===== config.mk =====
export PLATFORM = sky130hd
export DESIGN_NAME = lut_grid
export DESIGN_NICKNAME = d
export VERILOG_FILES = /design/src/rtl/lut_grid_pkg.sv /design/src/rtl/lut_cell.sv /design/src/rtl/lut_phase_ctrl.sv /design/src/rtl/lut_grid.sv
export SDC_FILE = /design/constraint.sdc
export NUM_CORES = 1
export LEC_CHECK = 0
export BUFFER_PORTS_ARGS = -buffer_cell sky130_fd_sc_hd__buf_2
export CORE_MARGIN = 1.5
export CORE_UTILIZATION = 50
export DETAILED_ROUTE_END_ITERATION = 7
export PLACE_DENSITY = 0.65
export SLEW_MARGIN = 10
export SYNTH_ARGS = -nofsm -noshare
export SYNTH_HDL_FRONTEND = slang
export SYNTH_SLANG_ARGS = --single-unit

===== constraint.sdc =====
create_clock -name clk -period 5.2 [get_ports clk]
set_input_delay 1.04 -clock clk [delete_from_list [all_inputs] [get_ports clk]]
set_output_delay 1.04 -clock clk [all_outputs]
set_load 0.1 [all_outputs]

===== src/rtl/lut_grid_pkg.sv =====
package lut_grid_pkg;
   localparam int NUM_DIRS  = 4;
   localparam int TBL_DEPTH = 16;
   localparam int CFG_BITS  = NUM_DIRS * TBL_DEPTH;

   localparam int DIR_N = 0;
   localparam int DIR_E = 1;
   localparam int DIR_S = 2;
   localparam int DIR_W = 3;

   typedef logic [NUM_DIRS-1:0] nbr_vec_t;
   typedef logic [CFG_BITS-1:0] cell_cfg_t;

   function automatic int opposite(input int dir);
      return (dir + 2) % NUM_DIRS;
   endfunction

   function automatic bit cell_parity(input int row, input int col);
      return bit'((row + col) % 2);
   endfunction
endpackage


===== src/rtl/lut_cell.sv =====
module lut_cell
   import lut_grid_pkg::*;
(
   input  logic     clk,
   input  logic     rst_n,
   input  logic     shift_en,
   input  logic     sin,
   output logic     sout,
   input  logic     upd,
   input  nbr_vec_t nbr_i,
   output nbr_vec_t out_o
);
   cell_cfg_t cfg_q;
   nbr_vec_t  nxt;
   nbr_vec_t  out_q;

   // configuration storage shifts toward bit 0; no reset on the chain
   always_ff @(posedge clk) begin
      if (shift_en) cfg_q <= {sin, cfg_q[CFG_BITS-1:1]};
   end
   assign sout = cfg_q[0];

   // one table per output direction, indexed by {W,S,E,N}
   for (genvar k = 0; k < NUM_DIRS; k++) begin : g_tbl
      localparam logic [1:0] KSEL = k[1:0];
      assign nxt[k] = cfg_q[{KSEL, nbr_i}];
   end

   always_ff @(posedge clk or negedge rst_n) begin
      if (!rst_n)   out_q <= '0;
      else if (upd) out_q <= nxt;
   end
   assign out_o = out_q;
endmodule


===== src/rtl/lut_phase_ctrl.sv =====
module lut_phase_ctrl (
   input  logic clk,
   input  logic rst_n,
   input  logic step_en,
   input  logic cfg_en,
   output logic phase_o,
   output logic upd_a,
   output logic upd_b
);
   logic phase_q;
   logic go;

   assign go = step_en & ~cfg_en;

   always_ff @(posedge clk or negedge rst_n) begin
      if (!rst_n)  phase_q <= 1'b0;
      else if (go) phase_q <= ~phase_q;
   end

   assign upd_a   = go & ~phase_q;
   assign upd_b   = go &  phase_q;
   assign phase_o = phase_q;
endmodule


===== src/rtl/lut_grid.sv =====
module lut_grid
   import lut_grid_pkg::*;
#(
   parameter int ROWS = 4,
   parameter int COLS = 6
) (
   input  logic            clk,
   input  logic            rst_n,
   input  logic            cfg_en,
   input  logic            cfg_din,
   output logic            cfg_dout,
   input  logic            step_en,
   output logic            phase_o,
   input  logic [COLS-1:0] edge_n_i,
   input  logic [ROWS-1:0] edge_e_i,
   input  logic [COLS-1:0] edge_s_i,
   input  logic [ROWS-1:0] edge_w_i,
   output logic [COLS-1:0] edge_n_o,
   output logic [ROWS-1:0] edge_e_o,
   output logic [COLS-1:0] edge_s_o,
   output logic [ROWS-1:0] edge_w_o
);
   localparam int NCELL = ROWS * COLS;
   localparam int QW    = NCELL * NUM_DIRS;

   if (ROWS < 2) begin : g_chk_rows
      $error("lut_grid: ROWS must be at least 2");
   end
   if (COLS < 2) begin : g_chk_cols
      $error("lut_grid: COLS must be at least 2");
   end

   logic [QW-1:0]  cell_q;
   logic [NCELL:0] chn;
   logic           upd_a;
   logic           upd_b;

   lut_phase_ctrl u_phase (
      .clk     (clk),
      .rst_n   (rst_n),
      .step_en (step_en),
      .cfg_en  (cfg_en),
      .phase_o (phase_o),
      .upd_a   (upd_a),
      .upd_b   (upd_b)
   );

   assign chn[0]   = cfg_din;
   assign cfg_dout = chn[NCELL];

   for (genvar r = 0; r < ROWS; r++) begin : g_row
      for (genvar c = 0; c < COLS; c++) begin : g_col
         localparam int ID = r * COLS + c;
         nbr_vec_t nbr;
         nbr_vec_t q;
         logic     upd;

         if (cell_parity(r, c) == 1'b0) begin : g_pa
            assign upd = upd_a;
         end else begin : g_pb
            assign upd = upd_b;
         end

         if (r == 0) begin : g_n_edge
            assign nbr[DIR_N] = edge_n_i[c];
         end else begin : g_n_cell
            assign nbr[DIR_N] = cell_q[((r-1)*COLS + c)*NUM_DIRS + opposite(DIR_N)];
         end

         if (c == COLS-1) begin : g_e_edge
            assign nbr[DIR_E] = edge_e_i[r];
         end else begin : g_e_cell
            assign nbr[DIR_E] = cell_q[(r*COLS + c + 1)*NUM_DIRS + opposite(DIR_E)];
         end

         if (r == ROWS-1) begin : g_s_edge
            assign nbr[DIR_S] = edge_s_i[c];
         end else begin : g_s_cell
            assign nbr[DIR_S] = cell_q[((r+1)*COLS + c)*NUM_DIRS + opposite(DIR_S)];
         end

         if (c == 0) begin : g_w_edge
            assign nbr[DIR_W] = edge_w_i[r];
         end else begin : g_w_cell
            assign nbr[DIR_W] = cell_q[(r*COLS + c - 1)*NUM_DIRS + opposite(DIR_W)];
         end

         lut_cell u_cell (
            .clk      (clk),
            .rst_n    (rst_n),
            .shift_en (cfg_en),
            .sin      (chn[ID]),
            .sout     (chn[ID+1]),
            .upd      (upd),
            .nbr_i    (nbr),
            .out_o    (q)
         );

         assign cell_q[ID*NUM_DIRS +: NUM_DIRS] = q;
      end
   end

   for (genvar c = 0; c < COLS; c++) begin : g_ns_out
      assign edge_n_o[c] = cell_q[c*NUM_DIRS + DIR_N];
      assign edge_s_o[c] = cell_q[((ROWS-1)*COLS + c)*NUM_DIRS + DIR_S];
   end
   for (genvar r = 0; r < ROWS; r++) begin : g_ew_out
      assign edge_e_o[r] = cell_q[(r*COLS + COLS-1)*NUM_DIRS + DIR_E];
      assign edge_w_o[r] = cell_q[(r*COLS)*NUM_DIRS + DIR_W];
   end
endmodule


Word-level counts from Yosys, hierarchy flattened
Cells that the tools add are included.

Bits in registers: 1633. Input port bits: 25. Output and inout port bits: 22. Logic and storage cells: 342.

Order comparisons: 96. Mux-type cells: 192. Bitwise operators: 5.

Operators with widths (number): $bmux 1 s4 (96); $lt 6x7->1 const B (48); $lt 4x7->1 const B (24); $lt 5x7->1 const B (24); $mux 1 (96); $and 1x1->1 (3); $not 1->1 (2).

Depth between registers and ports, before layout
Gate-level depths: netlist of run 1.

Word-level depth: 3. Depth in mapped cells: 7. Mapped depth without buffers: 4.

Modules after synthesis
A second synthesis of run 1 with hierarchy kept.

Cell total of the unflattened synthesis: 2526. Area total of the unflattened synthesis: 63697.3 µm².

Modules (own cells, without submodules): lut_cell (times used 24, cells an instance 105, area an instance 2651.3 µm², sequential area each 2021.9 µm²); lut_phase_ctrl (times used 1, cells an instance 6, area an instance 66.3 µm², sequential area each 25.0 µm²).

Worst setup path after synthesis of run 1
No wires, ideal clock.

Path type: input port to flip-flop. From: input port edge_e_i[1]. To: register g_row[1].g_col[5].u_cell.out_q[1]. Library setup time: 0.124 ns. Data arrival time: 2.216 ns. Data required time: 5.076 ns. Slack: 2.860 ns. Stages: 6. Path buffers: 2. Cell sequence: buf_2 > buf_4 > mux4_2 > mux2i_1 > nor3_1 > a211o_1.

Cells in the longest elaborated chain, start to end: 2.

Ends and longest elaborated chain: start: declaration (RTL line lut_grid.sv:15) `input logic [ROWS-1:0] edge_e_i,`; $bmux 1 s4 (RTL line lut_cell.sv:26) `assign nxt[k] = cfg_q[{KSEL, nbr_i}];`; $mux 1 (implied by the code) (RTL line lut_cell.sv:26); end signal: assignment (RTL line lut_cell.sv:31) `else if (upd) out_q <= nxt;`; end: declaration (RTL line lut_cell.sv:15) `nbr_vec_t out_q;`.

Every way passes these cells. The select of a mux whose other input is x is not followed. A chain may end at the register's enable or synchronous reset.

Final worst setup path of run 1
From: register u_phase.phase_q, in the netlist u_phase.phase_o. To: output port phase_o.

RTL lines: start: declaration (RTL line lut_phase_ctrl.sv:10) `logic phase_q;`; start signal: assignment (RTL line lut_phase_ctrl.sv:17) `else if (go) phase_q <= ~phase_q;`; end: declaration (RTL line lut_grid.sv:13) `output logic phase_o,`.

No word-level cell between the ends.

==> reports/qor.txt, run 1 <==
status -> finished, final reports clean
Fin. Hold Viols -> 0
Iteration-0 DRC Markers -> 3045
Worst Clk Skew -> 0.0191 ns
die width -> 358 um
DP HPWL -> 63800 um
VDD IR max -> 413 uV
nets@finish -> 3279
CTS Sinks -> 1633
TritonRoute pass-1 iters -> 5
DP Worst Slack -> 1.96 ns
Die Ht -> 358 um
Syn Nets -> 3219
vias per cell -> 5.88
count of pins over their slew limit -> 0
Remaining DRCs -> 0
worst-path cell chain -> buf_2
headroom to the max-slew limit -> 0.166
Global Route Usage Sum -> 0.179
PnR worst setup slack -> 2.43 ns
global route total overflow -> 0
CP Launch Type -> flip-flop
TNS Setup -> 0 ns
area growth from synthesis to layout -> 11.2%
die area -> 0.128 sq mm
layout cells sized above 1 -> 0.162
largest stage delay on the critical path -> 0.51 ns
critical path class -> flip-flop to output pin
Syn Area/Cell -> 19.7 sq um
Yosys warnings -> 0
async set-reset flop share out of synthesis -> 0.0594
Cell Area, Synth -> 0.0629 sq mm
Clk Latency, worst-skew pair -> 0.76 ns
Yosys cell types -> 48
Setup Viol. Count Final -> 0
Inserted Clock Buffers -> 163
Gate Count Post-Synth -> 3194
fin crit period -> 2.77 ns
Clock transition at path regs -> 0.06 ns
Synth Flop Type -> edfxtp_1
CTS tree -> yes
CP max stage cell -> buf_2
Leak -> 24.0 nW
Yosys reg bits -> 1633
pin count of the biggest net entering global routing -> 212
final non-filler cell total -> 5030
worst path bufs/invs -> 1
worst-margin pin slew -> 1.25 ns
via count -> 29600
Max Cap Viol -> 0
drt wl/cell -> 22.2 um
CORE AREA -> 0.124 sq mm
# rows -> 129
antenna viol nets, final -> 0
Max H-tree Level -> 4
crit end category -> output pin
Design Power -> 34.5 mW
GPL Wtd Cong -> 0.798
Post-CTS Setup Repair Bufs -> 0
first-pass GRT wire length -> 180000 um
fin util -> 0.562
register area share after synthesis -> 0.772
CP top delay family -> buffers and inverters
vias in the first global route -> 30700
critical path required time -> 4.16 ns
crit path DAT -> 1.73 ns
CTS Buffer Depth -> 3
# port buffers -> 46
# hold bufs at CTS -> 0
Placed Instances -> 4726
I/O Pins -> 47
Tcrit/Tclk final -> 0.532
PwrDens -> 494 mW/mm^2
RSZ-0062 raised after global routing -> false
fmax -> 0.361 GHz
HP Class -> input pin to asynchronous set/reset pin
final wirelength -> 112000 um
# resized after CTS -> 0
antenna violations before repair -> 3
worst-path fanout max -> 6
number of flops mapped to enable cells by yosys -> 1536
Root Buffer Master -> clkbuf_16
initial core utilization -> 0.506
==> power breakdown <==
part	internal (mW)	total [mW]	switching (mW)
registers	15.5	17.2	1.65
clock network	6.77	11.6	4.88
logic	2.76	5.68	2.92
total	25.1	34.5	9.45
==> synthesized netlist by cell type (2+ instances only) <==
cell	instances	area share
buf_2	60	0.0048
buf_4	37	0.0044
a211oi_1	11	0.0013
a311oi_1	10	0.0014
a211o_1	16	0.0022
buf_1	11	0.00066
mux4_2	199	0.071
inv_1	10	0.00060
buf_12	2	0.00064
clkbuf_1	69	0.0041
mux2i_1	375	0.060
nor2_1	52	0.0031
nand2_1	142	0.0085
and3_1	4	0.00040
a32oi_1	15	0.0021
nor3_1	25	0.0020
or3_1	2	0.00020
dfrtp_1	97	0.039
a221oi_2	2	0.00048
nand3_1	82	0.0065
nand4_1	51	0.0051
o21ai_1	15	0.0012
mux2_2	22	0.0039
a21oi_1	4	0.00032
nand2b_1	22	0.0022
a22o_1	9	0.0013
nand3b_1	27	0.0032
o21a_1	2	0.00024
o211ai_1	43	0.0051
o311ai_1	11	0.0015
buf_6	8	0.0014
and2_1	17	0.0017
a2111oi_0	8	0.0011
edfxtp_1	1536	0.73
o21ai_0	3	0.00024
nor2b_1	65	0.0065
o31a_1	4	0.00056
nor4_1	8	0.00080
a22oi_1	102	0.012
mux4_1	8	0.0033
==> layout make-up <==
| class | count | area, sq um |
|---|---|---|
| tap | 1637 | 2050 |
| timing repair buffer | 82 | 609 |
| antenna | 1 | 2.50 |
| inverter | 10 | 37.5 |
| sequential | 1633 | 48600 |
| clock inverter | 89 | 856 |
| fill | 9233 | 54400 |
| clock buffer | 214 | 4510 |
| multi-input combinational | 1364 | 13300 |
==> path summary, 6_finish.rpt <==
kind                                                               start                                       endpoint  slack, ns  cells past startpoint
max                                          u_phase.phase_o$_DFFE_PN0P_                                        phase_o       2.43                      1
min                                                                rst_n  g_row[3].g_col[1].u_cell.out_o[2]$_DFFE_PN0P_       0.41                      1
max reg2reg                g_row[0].g_col[2].u_cell.out_o[3]$_DFFE_PN0P_  g_row[0].g_col[1].u_cell.out_o[2]$_DFFE_PN0P_       2.77                      4
min reg2reg                 g_row[0].g_col[3].u_cell.cfg_q[22]$_DFFE_PP_   g_row[0].g_col[3].u_cell.cfg_q[21]$_DFFE_PP_       0.43                      0
max in group asynchronous                                          rst_n  g_row[0].g_col[4].u_cell.out_o[2]$_DFFE_PN0P_       3.76                      2
min in group clk            g_row[0].g_col[3].u_cell.cfg_q[22]$_DFFE_PP_   g_row[0].g_col[3].u_cell.cfg_q[21]$_DFFE_PP_       0.43                      0
==> logic make-up (layout without fill, tap and decap cells) <==
group           Yosys count  after routing  share of synthesized area
buf+inv                 197            395                     0.0166
simple gates            500            500                     0.0406
flops                  1633           1633                      0.772
mux                     605            605                      0.138
other cells               0              1                          0
compound gates          259            259                     0.0319
==> layer usage <==
layer  GRT usage  vias up  wire length (um)
met1       0.270    15500             52000
li1            -    13200                 -
met3      0.0320      185              5220
met5           0        -                27
met2       0.267      725             52200
met4      0.0531        4              2340
==> flip-flops by register name, indices dropped and copies added, names as in the netlist <==
signal / count
g_row.g_col.u_cell.cfg_q: 1536
g_row.g_col.u_cell.out_o: 96
u_phase.phase_o: 1
==> cell usage in the layout (no fill, tap or decap), types with 17 or more instances in the layout <==
cell type	count
nor2b_1	65
nor3_1	25
nand3b_1	27
dfrtp_1	97
clkinv_2	23
clkinv_1	30
buf_4	29
nand2_1	142
edfxtp_1	1536
nor2_1	52
a22oi_1	102
buf_2	44
nand3_1	82
nand2b_1	22
mux4_2	199
o211ai_1	43
and2_1	17
clkbuf_1	33
mux2i_1	375
mux2_2	22
clkbuf_16	168
nand4_1	51
==> through the flow <==
stage          hold slack [ns]  instance area (sq um)
6_report                 0.409                  69900
4_1_cts                  0.382                  69900
3_5_place_dp             0.426                  64500
2_1_floorplan            0.417                  62900
3_3_place_gp             0.427                  64500
5_1_grt                  0.415                  69900
Power figures use the tool's default switching activity.
==> run 2: changes to the inputs <==
--- a/config.mk
+++ b/config.mk
@@ -9,7 +9,7 @@
 export CORE_MARGIN = 1.5
 export CORE_UTILIZATION = 50
 export DETAILED_ROUTE_END_ITERATION = 7
-export PLACE_DENSITY = 0.65
+export PLACE_DENSITY = 0.68
 export SLEW_MARGIN = 10
 export SYNTH_ARGS = -nofsm -noshare
 export SYNTH_HDL_FRONTEND = slang
==> constraint.sdc (replaced) <==
create_clock -name clk -period 2.4 [get_ports clk]
set_input_delay 0.48 -clock clk [delete_from_list [all_inputs] [get_ports clk]]
set_output_delay 0.48 -clock clk [all_outputs]
set_load 0.1 [all_outputs]
==> run 2 against run 1 <==
Critical path depth is the same. Count of clock-buffer cells in the layout grew 25. Utilization grew 0.48 points. Critical path type unchanged. Flip-flop and latch count is the same. First-iteration DRC count shrank 3.3%. Clock power grew 110%. Clock skew grew 0.0060 ns. Sequential share of layout area shrank 0.58 points. Worst setup slack lost 2.2 ns. Worst hold slack lost 0.33 ns. Via count grew 1.7%.
==> reports/qor.txt, run 2 (synthesis gave the netlist of run 1 again) <==
status -> finished, final reports clean (unchanged)
worst-margin pin slew -> 0.836 ns (was 1.25 ns)
hold_ws -> 0.0838 ns (was 0.409 ns)
antenna viol nets, final -> 0 (unchanged)
nets@finish -> 3357 (was 3279)
worst-path cell chain -> buf_2 (unchanged)
largest stage delay on the critical path -> 0.51 ns (about the same)
highest metal used -> met5 (unchanged)
CORE AREA -> 0.124 sq mm (unchanged)
TNS Setup -> 0 ns (unchanged)
most common cell after layout, fill and taps aside -> edfxtp_1 (unchanged)
TritonRoute pass-1 iters -> 7 (was 5)
Pint -> 54.2 mW (was 25.1 mW)
HP Start -> edge_w_i[2]
clock network power share -> 0.329 (was 0.337)
switch share -> 0.274 (about the same)
Sw Pwr -> 20.5 mW (was 9.45 mW)
sequential power share -> 0.493 (was 0.498)
Worst Clk Skew -> 0.0250 ns (was 0.0191 ns)
Tcrit/Tclk final -> 0.924
Global Route Usage Sum -> 0.182 (was 0.179)
I/O Pins -> 47 (unchanged)
# diodes -> 0 (was 1)
Inserted Clock Buffers -> 163 (unchanged)
worst path bufs/invs -> 1 (unchanged)
area growth from synthesis to layout -> 12.1% (was 11.2%)
max reg flops -> 1536 (unchanged)
vias in the first global route -> 31200 (was 30700)
initial core utilization -> 0.506 (unchanged)
register-to-register path setup slack -> 0.33 ns (was 2.77 ns)
Fin. Hold Viols -> 0 (unchanged)
met3 wire length -> 5870 um (was 5220 um)
Remaining DRCs -> 0 (unchanged)
headroom to the max-slew limit -> 0.443 (was 0.166)
die area -> 0.128 sq mm (unchanged)
antenna violations before repair -> 1 (was 3)
VDD IR max -> 770 uV (was 413 uV)
commonest cells after routing, fill and taps aside -> edfxtp_1, mux2i_1, mux4_2 (unchanged)
PnR worst setup slack -> 0.182 ns (was 2.43 ns)
reg-to-reg startpoint -> g_row[0].g_col[2].u_cell.out_o[3]$_DFFE_PN0P_ (unchanged)
critical path class -> flip-flop to output pin (unchanged)
Leak -> 24.3 nW (was 24.0 nW)
CP Launch Type -> flip-flop (unchanged)
Fillers -> 9129 (was 9233)
die width -> 358 um (unchanged)
# rows -> 129 (unchanged)
CP top delay family -> buffers and inverters (unchanged)
fin util -> 0.567 (was 0.562)
worst-path fanout max -> 6 (unchanged)
wl on met1 -> 52000 um (about the same)
Cell Area, Placed -> 0.0652 sq mm (was 0.0645 sq mm)
RSZ-0062 raised after global routing -> false (unchanged)
multi-input logic area -> 0.0133 sq mm (unchanged)
fin crit period -> 2.22 ns
layout cells sized above 1 -> 0.176 (was 0.162)
# port buffers -> 46 (unchanged)
Hold Crit Depth -> 4
Root Buffer Master -> clkbuf_16 (unchanged)
Setup Viol. Count Final -> 0 (unchanged)
HP Class -> input pin to flip-flop (was input pin to asynchronous set/reset pin)
Max Cap Viol -> 0 (unchanged)
global route total overflow -> 0 (unchanged)
Finished Cell Area -> 0.0705 sq mm (was 0.0699 sq mm)
DP Worst Slack -> 0.210 ns (was 1.96 ns)
register area -> 0.0486 sq mm (unchanged)
count of pins over their slew limit -> 0 (unchanged)
Post-CTS Setup Repair Bufs -> 0 (unchanged)
Combinational Power Share -> 0.178 (was 0.165)
GPL Wtd Cong -> 0.822 (was 0.798)
CTS Sinks -> 1633 (unchanged)
DP HPWL -> 69300 um (was 63800 um)
worst r2r path cells -> 5 (was 4)
critical path required time -> 1.92 ns (was 4.16 ns)
Most flops, register -> g_row.g_col.u_cell.cfg_q (unchanged)
crit end category -> output pin (unchanged)
first-pass GRT wire length -> 183000 um (was 180000 um)
Worst Hold Path EP -> g_row[2].g_col[0].u_cell.out_o[3]$_DFFE_PN0P_
PwrDens -> 1060 mW/mm^2 (was 494 mW/mm^2)
CTS Buffer Depth -> 3 (unchanged)
final wirelength -> 114000 um (was 112000 um)
Die Ht -> 358 um (unchanged)
crit path DAT -> 1.74 ns (was 1.73 ns)
crit path from -> u_phase.phase_o$_DFFE_PN0P_ (unchanged)
pin count of the biggest net entering global routing -> 148 (was 212)
CTS tree -> yes (unchanged)
via count -> 30100 (was 29600)
vias per cell -> 5.89 (was 5.88)
Clk Latency, worst-skew pair -> 0.77 ns (was 0.76 ns)
Iteration-0 DRC Markers -> 2944 (was 3045)
fmax -> 0.451 GHz
drt wl/cell -> 22.3 um (was 22.2 um)
CP max stage cell -> buf_2 (unchanged)
end of the worst register-to-register path -> g_row[0].g_col[1].u_cell.out_o[2]$_DFFE_PN0P_ (unchanged)
met2 WL -> 53500 um (was 52200 um)
Clock transition at path regs -> 0.06 ns (about the same)
Max H-tree Level -> 4 (unchanged)
-- run 2: repair_timing --
item	4_1_cts	5_1_grt
hold buffers	3	0
gates resized for setup	0	0
endpoints found under the hold margin	32	0
-- run 2: power groups by stage --
stage          combinational [mW]  sequential, mW  clock, mW
3_3_place_gp                 13.1            37.3          0
5_1_grt                      14.3            37.2       26.3
6_report                     13.3            36.8       24.6
3_5_place_dp                 13.3            37.4          0
4_1_cts                      13.4            36.9       25.3
2_1_floorplan                11.7            35.2          0
-- run 2: routing by layer --
layer	vias to the layer above	GRT usage
met5	-	0
met4	2	0.0623
met3	196	0.0308
met2	847	0.273
met1	15800	0.273
li1	13300	-
-- run 2: worst max path at each step --
stage	cells past startpoint	endpoint
after global placement	6	g_row[2].g_col[5].u_cell.out_o[2]$_DFFE_PN0P_
final	1	phase_o
after floorplan	6	g_row[1].g_col[0].u_cell.out_o[0]$_DFFE_PN0P_
after detailed placement	3	g_row[1].g_col[5].u_cell.cfg_q[40]$_DFFE_PP_
after CTS	1	phase_o
after global routing	1	phase_o
-- run 2: per-stage QoR --
stage	cells	total power [mW]
6_report	5109	74.7
5_1_grt	5109	77.8
4_1_cts	5109	75.5
3_5_place_dp	4801	50.7
3_3_place_gp	4801	50.3
2_1_floorplan	3194	46.9
-- run 2: area by class of cell --
class / instances / share of cell area
inverter: 10 / 0.000533
timing repair buffer: 160 / 0.0194
multi-input combinational: 1364 / 0.188
clock inverter: 66 / 0.00808
sequential: 1633 / 0.689
tap: 1637 / 0.0291
clock buffer: 239 / 0.0657
